### src/rtl/fpm_pkg.sv
package fpm_pkg;

    typedef enum logic [1:0] {
        CLS_NORMAL = 2'd0,
        CLS_ZERO   = 2'd1,
        CLS_OVER   = 2'd2,
        CLS_UNDER  = 2'd3
    } prod_class_e;

    function automatic int exp_bits(bit dbl);
        return dbl ? 11 : 8;
    endfunction

    function automatic int frac_bits(bit dbl);
        return dbl ? 52 : 23;
    endfunction

    function automatic int bias_of(bit dbl);
        return dbl ? 1023 : 127;
    endfunction

endpackage

### src/rtl/fpm_unpack.sv
module fpm_unpack #(
    parameter int EXP_W  = 8,
    parameter int FRAC_W = 23,
    parameter int BIAS   = 127,
    localparam int W     = 1 + EXP_W + FRAC_W,
    localparam int SIG_W = FRAC_W + 1,
    localparam int XE_W  = EXP_W + 2
) (
    input  logic [W-1:0]            op_a,
    input  logic [W-1:0]            op_b,
    output logic                    sign,
    output logic                    zero,
    output logic signed [XE_W-1:0]  exp_sum,
    output logic [SIG_W-1:0]        sig_a,
    output logic [SIG_W-1:0]        sig_b
);

    logic [W-1:0]      ops   [2];
    logic              s_fld [2];
    logic [EXP_W-1:0]  e_fld [2];
    logic [FRAC_W-1:0] f_fld [2];
    logic              z_fld [2];

    assign ops[0] = op_a;
    assign ops[1] = op_b;

    for (genvar i = 0; i < 2; i++) begin : g_field
        assign s_fld[i] = ops[i][W-1];
        assign e_fld[i] = ops[i][W-2:FRAC_W];
        assign f_fld[i] = ops[i][FRAC_W-1:0];
        assign z_fld[i] = (e_fld[i] == '0);
    end

    assign sign    = s_fld[0] ^ s_fld[1];
    assign zero    = z_fld[0] | z_fld[1];
    assign exp_sum = $signed({2'b00, e_fld[0]}) + $signed({2'b00, e_fld[1]})
                   - $signed(XE_W'(BIAS));
    assign sig_a   = {1'b1, f_fld[0]};
    assign sig_b   = {1'b1, f_fld[1]};

endmodule

### src/rtl/fpm_sig_mul.sv
module fpm_sig_mul #(
    parameter int N = 24,
    localparam int PW = 2 * N
) (
    input  logic [N-1:0]  a,
    input  logic [N-1:0]  b,
    output logic [PW-1:0] prod
);

    logic [PW-1:0] acc [N+1];

    assign acc[0] = '0;

    for (genvar i = 0; i < N; i++) begin : g_row
        logic [PW-1:0] row;
        assign row        = b[i] ? (PW'(a) << i) : '0;
        assign acc[i + 1] = acc[i] + row;
    end

    assign prod = acc[N];

endmodule

### src/rtl/fpm_norm_pack.sv
module fpm_norm_pack
    import fpm_pkg::*;
#(
    parameter int EXP_W  = 8,
    parameter int FRAC_W = 23,
    localparam int W     = 1 + EXP_W + FRAC_W,
    localparam int SIG_W = FRAC_W + 1,
    localparam int PW    = 2 * SIG_W,
    localparam int XE_W  = EXP_W + 2
) (
    input  logic                   sign,
    input  logic                   zero,
    input  logic signed [XE_W-1:0] exp_sum,
    input  logic [PW-1:0]          prod,
    output logic [W-1:0]           word,
    output logic                   over,
    output logic                   under
);

    localparam logic signed [XE_W-1:0] EXP_TOP = XE_W'((1 << EXP_W) - 1);

    logic                   carry;
    logic [FRAC_W-1:0]      frac;
    logic signed [XE_W-1:0] exp_n;
    prod_class_e            cls;
    logic                   unused_low;

    assign unused_low = ^prod[FRAC_W-1:0];

    always_comb begin
        carry = prod[PW-1];
        frac  = carry ? prod[PW-2 -: FRAC_W] : prod[PW-3 -: FRAC_W];
        exp_n = exp_sum + $signed(XE_W'(carry));

        if (zero) begin
            cls = CLS_ZERO;
        end else if (exp_n >= EXP_TOP) begin
            cls = CLS_OVER;
        end else if (exp_n <= 0) begin
            cls = CLS_UNDER;
        end else begin
            cls = CLS_NORMAL;
        end

        case (cls)
            CLS_OVER:   word = {sign, {EXP_W{1'b1}}, {FRAC_W{1'b0}}};
            CLS_NORMAL: word = {sign, exp_n[EXP_W-1:0], frac};
            default:    word = {sign, {(W-1){1'b0}}};
        endcase

        over  = (cls == CLS_OVER);
        under = (cls == CLS_UNDER);
    end

endmodule

### src/rtl/fpmul_core.sv
module fpmul_core
    import fpm_pkg::*;
#(
    parameter bit DOUBLE = 1'b0,
    localparam int EXP_W  = exp_bits(DOUBLE),
    localparam int FRAC_W = frac_bits(DOUBLE),
    localparam int BIAS   = bias_of(DOUBLE),
    localparam int W      = 1 + EXP_W + FRAC_W
) (
    input  logic         clk,
    input  logic         rst_n,
    input  logic [W-1:0] op_a,
    input  logic [W-1:0] op_b,
    output logic [W-1:0] result,
    output logic         overflow,
    output logic         underflow
);

    localparam int SIG_W = FRAC_W + 1;
    localparam int PW    = 2 * SIG_W;
    localparam int XE_W  = EXP_W + 2;

    typedef struct packed {
        logic                   sign;
        logic                   zero;
        logic signed [XE_W-1:0] exp_sum;
        logic [SIG_W-1:0]       sig_a;
        logic [SIG_W-1:0]       sig_b;
    } stage1_t;

    typedef struct packed {
        logic [W-1:0] word;
        logic         over;
        logic         under;
    } stage2_t;

    localparam stage1_t S1_RST = '{sign: 1'b0, zero: 1'b1, exp_sum: '0,
                                   sig_a: '0, sig_b: '0};

    stage1_t s1_d, s1_q;
    stage2_t s2_d, s2_q;

    logic                   u_sign;
    logic                   u_zero;
    logic signed [XE_W-1:0] u_exp;
    logic [SIG_W-1:0]       u_sig_a;
    logic [SIG_W-1:0]       u_sig_b;
    logic [PW-1:0]          m_prod;
    logic [W-1:0]           n_word;
    logic                   n_over;
    logic                   n_under;

    fpm_unpack #(
        .EXP_W  (EXP_W),
        .FRAC_W (FRAC_W),
        .BIAS   (BIAS)
    ) u_unpack (
        .op_a    (op_a),
        .op_b    (op_b),
        .sign    (u_sign),
        .zero    (u_zero),
        .exp_sum (u_exp),
        .sig_a   (u_sig_a),
        .sig_b   (u_sig_b)
    );

    fpm_sig_mul #(
        .N (SIG_W)
    ) u_sig_mul (
        .a    (s1_q.sig_a),
        .b    (s1_q.sig_b),
        .prod (m_prod)
    );

    fpm_norm_pack #(
        .EXP_W  (EXP_W),
        .FRAC_W (FRAC_W)
    ) u_norm_pack (
        .sign    (s1_q.sign),
        .zero    (s1_q.zero),
        .exp_sum (s1_q.exp_sum),
        .prod    (m_prod),
        .word    (n_word),
        .over    (n_over),
        .under   (n_under)
    );

    always_comb begin
        s1_d         = s1_q;
        s1_d.sign    = u_sign;
        s1_d.zero    = u_zero;
        s1_d.exp_sum = u_exp;
        s1_d.sig_a   = u_sig_a;
        s1_d.sig_b   = u_sig_b;

        s2_d         = s2_q;
        s2_d.word    = n_word;
        s2_d.over    = n_over;
        s2_d.under   = n_under;
    end

    always_ff @(posedge clk or negedge rst_n) begin
        if (!rst_n) begin
            s1_q <= S1_RST;
            s2_q <= '0;
        end else begin
            s1_q <= s1_d;
            s2_q <= s2_d;
        end
    end

    assign result    = s2_q.word;
    assign overflow  = s2_q.over;
    assign underflow = s2_q.under;

endmodule

### config.mk
export PLATFORM = sky130hd
export DESIGN_NAME = fpmul_core
export DESIGN_NICKNAME = d
export VERILOG_FILES = /design/src/rtl/fpm_pkg.sv /design/src/rtl/fpm_unpack.sv /design/src/rtl/fpm_sig_mul.sv /design/src/rtl/fpm_norm_pack.sv /design/src/rtl/fpmul_core.sv
export SDC_FILE = /design/constraint.sdc
export NUM_CORES = 1
export LEC_CHECK = 0
export BUFFER_PORTS_ARGS = -buffer_cell sky130_fd_sc_hd__buf_2
export CELL_PAD_IN_SITES_DETAIL_PLACEMENT = 1
export CELL_PAD_IN_SITES_GLOBAL_PLACEMENT = 1
export CORE_ASPECT_RATIO = 0.6
export CORE_MARGIN = 4
export CORE_UTILIZATION = 50
export DETAILED_ROUTE_END_ITERATION = 8
export MAX_ROUTING_LAYER = met4
export PLACE_DENSITY = 0.81
export RECOVER_POWER = 50
export SYNTH_ARGS = -nofsm -noshare
export SYNTH_HDL_FRONTEND = slang
export SYNTH_HIERARCHICAL = 1
export SYNTH_SLANG_ARGS = --single-unit
### constraint.sdc
create_clock -name clk -period 12.3 [get_ports clk]
set_clock_uncertainty 0.1 [all_clocks]
set_input_delay 1.845 -clock clk [delete_from_list [all_inputs] [get_ports clk]]
set_output_delay 1.845 -clock clk [all_outputs]
set_load 0.02 [all_outputs]
# Word-level counts from Yosys, hierarchy flattened
# Index checks and enable logic that the tools add are counted.
# word_totals
ff_bits	94
out_inout_bits	34
wordCells	72
# op_classes
n_addsub	26
n_lt_le_gt_ge	2
eq_ne	2
muxes	29
n_bitwise	2
n_reduce_logical	3
# op_table
operator	n
adder 48 bit	17
one-hot mux 31 bit (2 select lines)	1
adder 48 x 41 -> 48 bit	1
adder 48 x 43 -> 48 bit	1
adder 48 x 44 -> 48 bit	1
adder 48 x 45 -> 48 bit	1
adder 48 x 46 -> 48 bit	1
adder 48 x 47 -> 48 bit	1
2-to-1 mux 47 bit	1
2-to-1 mux 46 bit	1
2-to-1 mux 45 bit	1
2-to-1 mux 44 bit	1
2-to-1 mux 43 bit	1
2-to-1 mux 42 bit	1
2-to-1 mux 41 bit	1
2-to-1 mux 40 bit	1
2-to-1 mux 39 bit	1
2-to-1 mux 38 bit	1
2-to-1 mux 37 bit	1
2-to-1 mux 36 bit	1
2-to-1 mux 35 bit	1
2-to-1 mux 34 bit	1
2-to-1 mux 33 bit	1
2-to-1 mux 32 bit	1
other kinds (20)	24

# Longest topological paths before layout
# Gate-level depths: netlist (run 1).
# logic_depth
depth_word	31
ltp_mapped	44
mapped_depth_nobuf	41

# Hierarchy
# Netlist (run 1), hierarchy kept.
# by_module_without_submodules
mod	instances	cells_each	area_each_um2	seq_area_each_um2
fpm_sig_mul	1	2181	18710.4	0.0
fpmul_core	1	94	2353.5	2353.5
fpm_norm_pack	1	127	1062.3	0.0
fpm_unpack	1	108	844.6	0.0

# Least setup slack after synthesis (run 1)
# No wires, ideal clock.
# synth_timing
path_kind	register to register
startpoint	register s1_q[32] in the netlist's numbering
endpoint	register s2_q (netlist bit result[23])
setup_ns	0.136
arrival_ns	10.955
required_time_ns	12.064
slack_ns	1.109
path_stages_with_launch	43
period_less_slack_ns	11.191
cell_sequence	dfrtp_1 > clkbuf_1 > nand2_1 > fa_1 > inv_1 > fa_1 > inv_1 > fa_1 > inv_1 > fa_1 > fa_1 > inv_1 > fa_1 > inv_1 > ha_1 > and3_1 > buf_4 > nand2_2 > (+7 left out) > fa_1 > inv_1 > fa_1 > ha_1 > nand2_1 > nor3_1 > o2111ai_1 > a31oi_2 > o22ai_1 > o41ai_1 > xnor2_1 > ha_1 > nand2_1 > or3_1 > a21oi_1 > o2111a_1 > buf_2 > nor3_1
# synth_between
elab_chain_len	31
word_cells_on_any_way	56
cone_classes	add/sub (24); order compare (2); eq/ne (1); mux (28); reduce/logical (1)
# synth_rtl
element	line_no	rtl
from (decl)	fpmul_core.sv:40	stage1_t s1_d, s1_q;
from (signal assigned)	fpmul_core.sv:104	s1_q <= S1_RST;
from (signal assigned)	fpmul_core.sv:107	s1_q <= s1_d;
2-to-1 mux 24 bit / 2-to-1 mux 25 bit (equally long branches)	fpm_sig_mul.sv:16	assign row = b[i] ? (PW'(a) << i) : '0;
adder 48 bit (16 in a row)	fpm_sig_mul.sv:17	assign acc[i + 1] = acc[i] + row;
adder 48 x 41 -> 48 bit	fpm_sig_mul.sv:17	
adder 48 bit	fpm_sig_mul.sv:17	
adder 48 x 43 -> 48 bit	fpm_sig_mul.sv:17	
adder 48 x 44 -> 48 bit	fpm_sig_mul.sv:17	
adder 48 x 45 -> 48 bit	fpm_sig_mul.sv:17	
adder 48 x 46 -> 48 bit	fpm_sig_mul.sv:17	
(+1 left out)	n/a	
via m_prod[47]	fpmul_core.sv:48	logic [PW-1:0] m_prod;
adder 10 x 2 -> 10 bit (*)	fpm_norm_pack.sv:33	exp_n = exp_sum + $signed(XE_W'(carry));
<= comparator 10 x 1 -> 1 bit	fpm_norm_pack.sv:39	end else if (exp_n <= 0) begin
2-to-1 mux 2 bit	fpm_norm_pack.sv:39	
2-to-1 mux 2 bit	fpm_norm_pack.sv:37	end else if (exp_n >= EXP_TOP) begin
2-to-1 mux 2 bit	fpm_norm_pack.sv:35	if (zero) begin
equality test 2 bit / logical NOT 2 bit (equally long branches)	fpm_norm_pack.sv:45	case (cls)
one-hot mux 31 bit (2 select lines) (*)	fpm_norm_pack.sv:45	
via n_word[23]	fpmul_core.sv:49	logic [W-1:0] n_word;
to (signal assigned)	fpmul_core.sv:105	s2_q <= '0;
to (signal assigned)	fpmul_core.sv:108	s2_q <= s2_d;
to (decl)	fpmul_core.sv:41	stage2_t s2_d, s2_q;
# Mark *: on every way through the listed nets, which the timed path passes. The rest lies on a longest branch.

# Worst setup path after layout (run 1)
# layout_timing
startpoint	register s1_q[11] in the netlist's numbering
endpoint	register s2_q (netlist bit result[16])
# layout_between
elab_chain_len	21
word_cells_on_any_way	24
cone_classes	add/sub (14); order compare (2); eq/ne (1); mux (6); reduce/logical (1)
# layout_rtl
element	line_no
2-to-1 mux 35 bit (*)	fpm_sig_mul.sv:16
adder 48 bit (*) (6 in a row)	fpm_sig_mul.sv:17
adder 48 x 41 -> 48 bit (*)	fpm_sig_mul.sv:17
adder 48 bit (*)	fpm_sig_mul.sv:17
adder 48 x 43 -> 48 bit (*)	fpm_sig_mul.sv:17
adder 48 x 44 -> 48 bit (*)	fpm_sig_mul.sv:17
adder 48 x 45 -> 48 bit (*)	fpm_sig_mul.sv:17
adder 48 x 46 -> 48 bit (*)	fpm_sig_mul.sv:17
(+1 left out)	n/a
via m_prod[47]	fpmul_core.sv:48
adder 10 x 2 -> 10 bit	fpm_norm_pack.sv:33
<= comparator 10 x 1 -> 1 bit	fpm_norm_pack.sv:39
2-to-1 mux 2 bit	fpm_norm_pack.sv:39
2-to-1 mux 2 bit	fpm_norm_pack.sv:37
2-to-1 mux 2 bit	fpm_norm_pack.sv:35
equality test 2 bit / logical NOT 2 bit (equally long branches)	fpm_norm_pack.sv:45
one-hot mux 31 bit (2 select lines) (*)	fpm_norm_pack.sv:45
via n_word[16]	fpmul_core.sv:49
# Marked as above.

==> metrics.txt, run 1 <==
vias 18.10k; CP Class reg2reg; final hold violation count 0; yosys warns 6; row cnt 60; GRT Residual Overflow 0; status finished, violations left; Tcrit/Tclk final 0.9873; CTS max path bufs 2; total track usage 0.2994; slew margin rel. -1.190; Reg2Reg Depth 44; Post-Syn Instances 2493; Worst EP required 12.47 ns; Iter 0 DRT Violations 1285; largest net degree at the start of global routing 59; die area 0.04931 mm2; hold buffer count at cts 0; Cell Area, Synth 0.02286 mm2; Startpoint Class flop; endpoint class of the critical path flop; Worst Path Arrival 12.31 ns; crit path max fanout 7; critical path's slowest cell fa_1; Worst-path clk slew 0.09 ns; R2R setup slack 0.16 ns; CTS sink count 94; core area 0.04497 mm2; DRT antenna net count 0; total CTS buffers 9; max_cap viols 2; Achievable Freq 82.34 MHz; Tightest Pin Transition 3.285 ns; IO Pins 100; Reg-to-Reg End result[16]; commonest non-fill, non-tap cell in the layout inv_1; H-tree depth 3; Final #Nets 3303; setup_tns 0 ns; layout cells sized above 1 0.1363; Root Driver clkbuf_16; Worst Hold Launch s1_q[59]; Clk Latency, worst-skew pair 0.41 ns; Residual DRC 0; Final Setup Violations 0; wire per inst 23.36 um; Hold Path Class reg2reg; reg2reg start s1_q[11]; Detail Placement HPWL 57.43 mm; vias in the first global route 20.46k; most used cells in the layout excluding fill and tap cells 502 x inv_1, 465 x fa_1, 373 x nand2_1; port buffer count 99; Critical Path Max Stage Delay 0.55 ns; Initial Util 0.5083; WHS Path Cells 0; Mapped Avg Cell Area 9.168 um2; Syn-to-layout area delta 10.89%; initial antenna violation count 1; Worst Hold Path EP result[31]; first-pass GRT wire length 113.2 mm; violated checks max-capacitance violations, max-slew violations; Slew Viols, Final 97; GP Congestion 0.9486; CTS tree done; Post-Route WL 74.68 mm; DRT Pass-1 Iters 5; chip width 284.0 um; Vias/cell 5.661; die boundary height 173.6 um; cell mode on critical path fa_1; post-layout min period 12.14 ns
## cell type report
type / instances / area [um2]
fillers: 5141 / 19620
inverters: 502 / 1884
clock inverters: 5 / 106.4
diodes: 3 / 7.507
flip-flops and latches: 94 / 2427
repair buffers: 266 / 1972
well taps: 589 / 737.0
multi-input cells: 1727 / 17980
clock buffers: 11 / 232.7
## how the worst max path moves through the flow
stage | from | to | slack (ns) | cells after the start
global route | s1_q[11] | result[5] | -0.13 | 44
global placement | s1_q[4] | result[19] | -0.19 | 43
finish | s1_q[11] | result[16] | 0.16 | 44
floorplan | s1_q[32] | result[23] | 1.11 | 42
detailed placement | s1_q[4] | result[19] | -0.59 | 42
CTS | s1_q[33] | result[19] | 0.0007 | 43
## flip-flops by register name, indices dropped and copies added (netlist names)
signal,count
s1_q,60
result,32
overflow,1
underflow,1
## metrics by stage
step           hold WS (ns)  worst slack, ns  utilization  instance area (um2)  cells
2_1_floorplan        0.3206            1.109            -                22860   2494
3_3_place_gp         0.2313          -0.1857       0.5395                24260   3140
3_5_place_dp         0.2393          -0.5873       0.5395                24260   3140
4_1_cts              0.2547        0.0007487       0.5485                24660   3158
5_1_grt              0.2808          -0.1288       0.5635                25340   3194
6_report             0.2539           0.1557       0.5636                25350   3197
## per-layer routing
layer / GRT usage / vias to the layer above / part of all wire
li1: - / 7683 / -
met2: 0.4677 / 650 / 0.47
met5: - / - / 0
met3: 0.05729 / 105 / 0.070
met4: 0.05449 / 0 / 0.016
met1: 0.4155 / 9660 / 0.44
## worst max-delay path: cells and delay by family (launching register included)
kind | cells | cell delay [ns]
adder cells (fa/ha/maj) | 13 | 5.83
flip-flops | 1 | 0.45
AO/OA/AOI/OAI | 12 | 2.59
AND/OR/NAND/NOR | 6 | 1.38
buffers and inverters | 12 | 1.55
XOR/XNOR | 1 | 0.11
## repair_timing
action / in CTS / in global routing
endpoints found under the setup margin: 33 / 33
pin swaps: 0 / 10
resized for setup: 23 / 79
gates cloned: 0 / 4
buffers inserted: 2 / 32
Power of run 1 is left out: the tool's default activity adds up to more than one toggle a clock period on the data nets, which glitch-free logic cannot reach.
==> run 2: changes to the inputs <==
--- a/config.mk
+++ b/config.mk
@@ -5,15 +5,16 @@
 export SDC_FILE = /design/constraint.sdc
 export NUM_CORES = 1
 export LEC_CHECK = 0
+export ABC_AREA = 1
 export BUFFER_PORTS_ARGS = -buffer_cell sky130_fd_sc_hd__buf_2
 export CELL_PAD_IN_SITES_DETAIL_PLACEMENT = 1
 export CELL_PAD_IN_SITES_GLOBAL_PLACEMENT = 1
 export CORE_ASPECT_RATIO = 0.6
 export CORE_MARGIN = 4
-export CORE_UTILIZATION = 50
+export CORE_UTILIZATION = 49
 export DETAILED_ROUTE_END_ITERATION = 8
 export MAX_ROUTING_LAYER = met4
-export PLACE_DENSITY = 0.81
+export PLACE_DENSITY = 0.91
 export RECOVER_POWER = 50
 export SYNTH_ARGS = -nofsm -noshare
 export SYNTH_HDL_FRONTEND = slang
==> run 2 against run 1 <==
Final area is 0.82% higher. Critical path type unchanged. Non-clock buffer count is 115 lower. Core utilization is 3.7 points lower. Hold slack worse by 0.0017 ns. The flow still finishes with violations (max-capacitance violations, max-slew violations). Synthesized area is 6.5% higher. Sequential share of layout area is 0.27 points lower. Maximum frequency is 3.2% higher. Register-to-register slack better by 0.38 ns. Final cell count is 23% higher.
==> metrics.txt, run 2 <==
status finished, violations left; violated checks max-capacitance violations, max-slew violations; chip width 295.7 um (+4.1%); DP Worst Slack 0.4439 ns (+1.031 ns); Tcrit/Tclk final 0.9567 (-0.03060); Hold Path Class reg2reg; die boundary height 180.6 um (+4.0%); Final #Nets 3988 (+21%); first-pass GRT wire length 128.1 mm (+13%); most used cells in the layout excluding fill and tap cells 1040 x nand2_1, 973 x inv_1, 468 x fa_1; yosys warns 6 (unchanged); post-layout min period 11.77 ns (-0.3764 ns); Worst EP required 12.51 ns (+0.04 ns); setup_tns 0 ns (unchanged); Ant. Diodes 0 (-3); Startpoint Class flop; max_cap viols 1 (-1); Post-Syn Instances 3274 (+31%); Worst Hold Launch s1_q[59]; vias 20.71k (+14%); Worst Path Arrival 11.98 ns (-0.33 ns); Syn-to-layout area delta 4.976%; Detail Placement HPWL 67.00 mm (+17%); final hold violation count 0 (unchanged); Setup WS post-layout 0.5321 ns (+0.3764 ns); Iter 0 DRT Violations 1535 (+19%); wire per inst 20.29 um (-13%); Post-Route WL 79.75 mm (+6.8%); largest net degree at the start of global routing 57 (-3.4%); slew margin rel. -0.3705 (+0.8196); Residual DRC 0 (unchanged); initial antenna violation count 0 (-1); DRT Pass-1 Iters 7 (+2); Root Driver clkbuf_16; met2 WL 36.99 mm (+5.5%); DRT antenna net count 0 (unchanged); vias in the first global route 23.50k (+15%); Vias/cell 5.270 (-6.9%); port buffer count 99 (unchanged); Worst-path clk slew 0.09 ns (about the same); layout cells sized above 1 0.06505 (-0.07123); CTS tree done; CTS sink count 94 (unchanged); Mapped Avg Cell Area 7.435 um2 (-19%); CTS max path bufs 2 (unchanged); Final Setup Violations 0 (unchanged); core area 0.04848 mm2 (+7.8%); endpoint class of the critical path flop; crit path max fanout 23 (+16); row cnt 62 (+3.3%); Clk Latency, worst-skew pair 0.40 ns (about the same); Cell Area, Synth 0.02434 mm2 (+6.5%); GRT Residual Overflow 0 (unchanged); Fillers 6272 (+22%); total CTS buffers 9 (unchanged); CP Class reg2reg; Largest Register s1_q; Setup crit start s1_q[32]; total track usage 0.3178 (+0.01844); commonest non-fill, non-tap cell in the layout nand2_1; critical path's slowest cell dfrtp_1; H-tree depth 3 (unchanged); max reg flops 60 (unchanged); RSZ-0062 raised after global routing false; die area 0.05342 mm2 (+8.3%); Initial Util 0.5021 (-0.006227); IO Pins 100 (unchanged); reg2reg start s1_q[32]; top sig layer met4; Metal-1 WL 33.96 mm (+2.3%); Slew Viols, Final 40 (-59%); Critical Path Max Stage Delay 0.67 ns (+0.12 ns); cell mode on critical path nand2_1; Tightest Pin Transition 2.056 ns (-1.229 ns); GP Congestion 0.9752 (+2.8%); DR WL met3 6.598 mm (+27%); Achievable Freq 84.98 MHz (+3.2%)
[run 2: what timing repair did]
action,CTS,global route
hold endpoints to repair,0,0
buffers inserted,0,0
setup endpoints to repair,0,26
hold buffers,0,0
resized for setup,0,21
[run 2: path summary, 6_finish.rpt]
path                                   end  slack (ns)  cells after the start
worst max-delay path             result[2]        0.53                     47
worst min-delay path            result[31]        0.25                      0
worst max register to register   result[2]        0.53                     47
worst min register to register  result[31]        0.25                      0
max in group asynchronous         s1_q[14]        8.31                      2
min in group asynchronous         s1_q[21]        1.93                      1
[run 2: area by class of cell]
class	instances	area (um2)	share of cell area
Multi-Input combinational cell	2052	17540	0.6865
Sequential cell	94	2379	0.09308
Inverter	977	3667	0.1435
Clock inverter	7	87.58	0.003428
Timing Repair Buffer	151	852.1	0.03334
Clock buffer	9	225.2	0.008814
Tap cell	640	800.8	0.03134
[run 2: per-layer routing]
metal  GRT usage  up-vias
li1            -     9094
met1      0.4254    10570
met2      0.5034      876
met3     0.05543      174
met4     0.08404        0
met5           -        -
[run 2: through the flow]
| step | hold WS, ns | instance area, um2 | utilization | std cells |
|---|---|---|---|---|
| floorplan | 0.3206 | 24350 | - | 3275 |
| finish | 0.2522 | 25550 | 0.5270 | 3930 |
| global placement | 0.2326 | 25250 | 0.5207 | 3914 |
| detailed placement | 0.2403 | 25250 | 0.5207 | 3914 |
| CTS | 0.2556 | 25560 | 0.5272 | 3930 |
| global route | 0.2679 | 25550 | 0.5270 | 3930 |
[run 2: critical path, delay by kind of cell (launching register included)]
family                   cells  cell delay, ns
XOR/XNOR                     1            0.28
adder cells (fa/ha/maj)     13            6.25
buffers and inverters        8            0.78
flip-flops                   1            0.67
AND/OR/NAND/NOR             25            3.54
Power of run 2 is left out for the same reason.
==> run 3: changes to the inputs <==
--- a/config.mk
+++ b/config.mk
@@ -14,7 +14,7 @@
 export CORE_UTILIZATION = 49
 export DETAILED_ROUTE_END_ITERATION = 8
 export MAX_ROUTING_LAYER = met4
-export PLACE_DENSITY = 0.91
+export PLACE_DENSITY = 0.83
 export RECOVER_POWER = 50
 export SYNTH_ARGS = -nofsm -noshare
 export SYNTH_HDL_FRONTEND = slang
==> run 3 against run 2 <==
The run still ends with max-capacitance violations, max-slew violations left. Via count is 2.7% lower. Sequential share of layout area grew 0.080 points. First-iteration DRC count down 19%. Global-route usage is 1.2 points lower. Critical path depth decreased by 2. Non-clock buffer count is 1 lower. Clock-buffer cell count did not move.
==> metrics.txt, run 3 (synthesis results as in run 2) <==
Post-Route WL 76.44 mm (-4.2%); setup_tns 0 ns (unchanged); Hold Path Class reg2reg; port buffer count 99 (unchanged); cell mode on critical path fa_1; fin area 0.02556 mm2 (about the same); CTS sink count 94 (unchanged); wire per inst 19.44 um (-4.2%); quantity of gates resized following cts 0 (unchanged); violated checks max-capacitance violations, max-slew violations; DRT antenna net count 0 (unchanged); total CTS buffers 9 (unchanged); Final #Nets 3987 (-0.025%); Fillers 6236 (-0.57%); GRT Residual Overflow 0 (unchanged); critical path's top delay family adder cells; RSZ-0062 raised after global routing false; Residual DRC 0 (unchanged); register area 0.002400 mm2 (+0.89%); final hold violation count 0 (unchanged); Vias/cell 5.123 (-2.8%); Iter 0 DRT Violations 1246 (-19%); slew margin rel. -0.3169 (+0.05361); Startpoint Class flop; crit path max fanout 23 (unchanged); vias 20.14k (-2.7%); hold buffer count at cts 0 (unchanged); CTS max path bufs 2 (unchanged); Initial Util 0.5021 (unchanged); initial antenna violation count 2 (+2); IO Pins 100 (unchanged); die boundary height 180.6 um (unchanged); critical path's slowest cell dfrtp_4; total track usage 0.3058 (-0.01205); row cnt 62 (unchanged); Final Setup Violations 0 (unchanged); Placement Cell Area 0.02524 mm2 (about the same); Util after Layout 0.5272 (about the same); Clk Latency, worst-skew pair 0.41 ns (about the same); die area 0.05342 mm2 (unchanged); layout cells sized above 1 0.06659 (+0.001540); first-pass GRT wire length 123.7 mm (-3.4%); Tightest Pin Transition 1.975 ns (-0.08042 ns); core area 0.04848 mm2 (unchanged); GP Congestion 0.9680 (-0.74%); area of the multi-input gates 0.01755 mm2 (about the same); post-CTS setup buffer count 0 (unchanged); Detail Placement HPWL 64.16 mm (-4.2%); CTS tree done; max reg flops 60 (unchanged); post-layout min period 11.63 ns (-0.1384 ns); Worst-path clk slew 0.10 ns (about the same); Largest Register s1_q; Tcrit/Tclk final 0.9455 (-0.01125); CP bufs+invs 9 (+1); most used cells in the layout excluding fill and tap cells 1040 x nand2_1, 973 x inv_1, 468 x fa_1; max_cap viols 1 (unchanged); largest net degree at the start of global routing 62 (+8.8%); DRT Pass-1 Iters 5 (-2); chip width 295.7 um (unchanged); Slew Viols, Final 35 (-13%); Critical Path Max Stage Delay 0.58 ns (-0.09 ns); H-tree depth 3 (unchanged); Achievable Freq 85.99 MHz (+1.2%); Worst EP required 12.52 ns (about the same); endpoint class of the critical path flop; status finished, violations left; CP Class reg2reg; Syn-to-layout area delta 5.011% (about the same); Root Driver clkbuf_16; commonest non-fill, non-tap cell in the layout nand2_1; Worst Path Arrival 11.85 ns (-0.13 ns); vias in the first global route 23.02k (-2.0%)
## run 3: cell types whose count changed in the layout (fill, tap and decap cells not counted), moves of 2 or more
cell,before,now
clkbuf_1,27,30
nor2_1,111,108
nor2_2,3,6
dfrtp_2,20,22
dfrtp_1,73,66
dfrtp_4,0,5
buf_2,72,68
diode_2,0,3
## run 3: per-layer routing
layer / global-route usage / vias up / share of wire
met5: - / - / 0
met4: 0.05771 / 0 / 0.015
met3: 0.05494 / 83 / 0.072
met2: 0.4803 / 591 / 0.46
met1: 0.4209 / 10360 / 0.45
li1: - / 9107 / -
## run 3: worst reg2reg max path, delay by kind of cell (launching register included)
family | cells | cell delay (ns)
flip-flops | 1 | 0.58
XOR/XNOR | 2 | 0.78
buffers and inverters | 9 | 0.76
adder cells (fa/ha/maj) | 13 | 6.07
AND/OR/NAND/NOR | 21 | 3.27
## run 3: path summary, 6_finish.rpt
path                           from         end  cells past startpoint  slack (ns)
hold / removal             s1_q[59]  result[31]                      0        0.25
setup / recovery           s1_q[11]  result[15]                     45        0.67
min in group asynchronous     rst_n  result[28]                      1        1.90
max in group asynchronous     rst_n    s1_q[13]                      2        8.28
hold reg to reg            s1_q[59]  result[31]                      0        0.25
setup reg to reg           s1_q[11]  result[15]                     45        0.67
## run 3: final cells by class
type	count	area share
antenna	3	0.0002937
clock buffer	9	0.008811
clock inverter	7	0.002839
inverter	977	0.1435
multi-input combinational	2052	0.6865
sequential	94	0.09388
tap	640	0.03133
timing repair buffer	150	0.03284
## run 3: per-stage QoR
stage / std cells / worst slack [ns] / hold slack [ns]
after global routing: 3931 / 0.002396 / 0.2649
final: 3932 / 0.6705 / 0.2522
after CTS: 3929 / 0.2390 / 0.2545
after floorplan: 3275 / 2.470 / 0.3206
after detailed placement: 3913 / 0.2714 / 0.2362
after global placement: 3913 / 0.4780 / 0.2329
Power of run 3 is left out for the same reason.
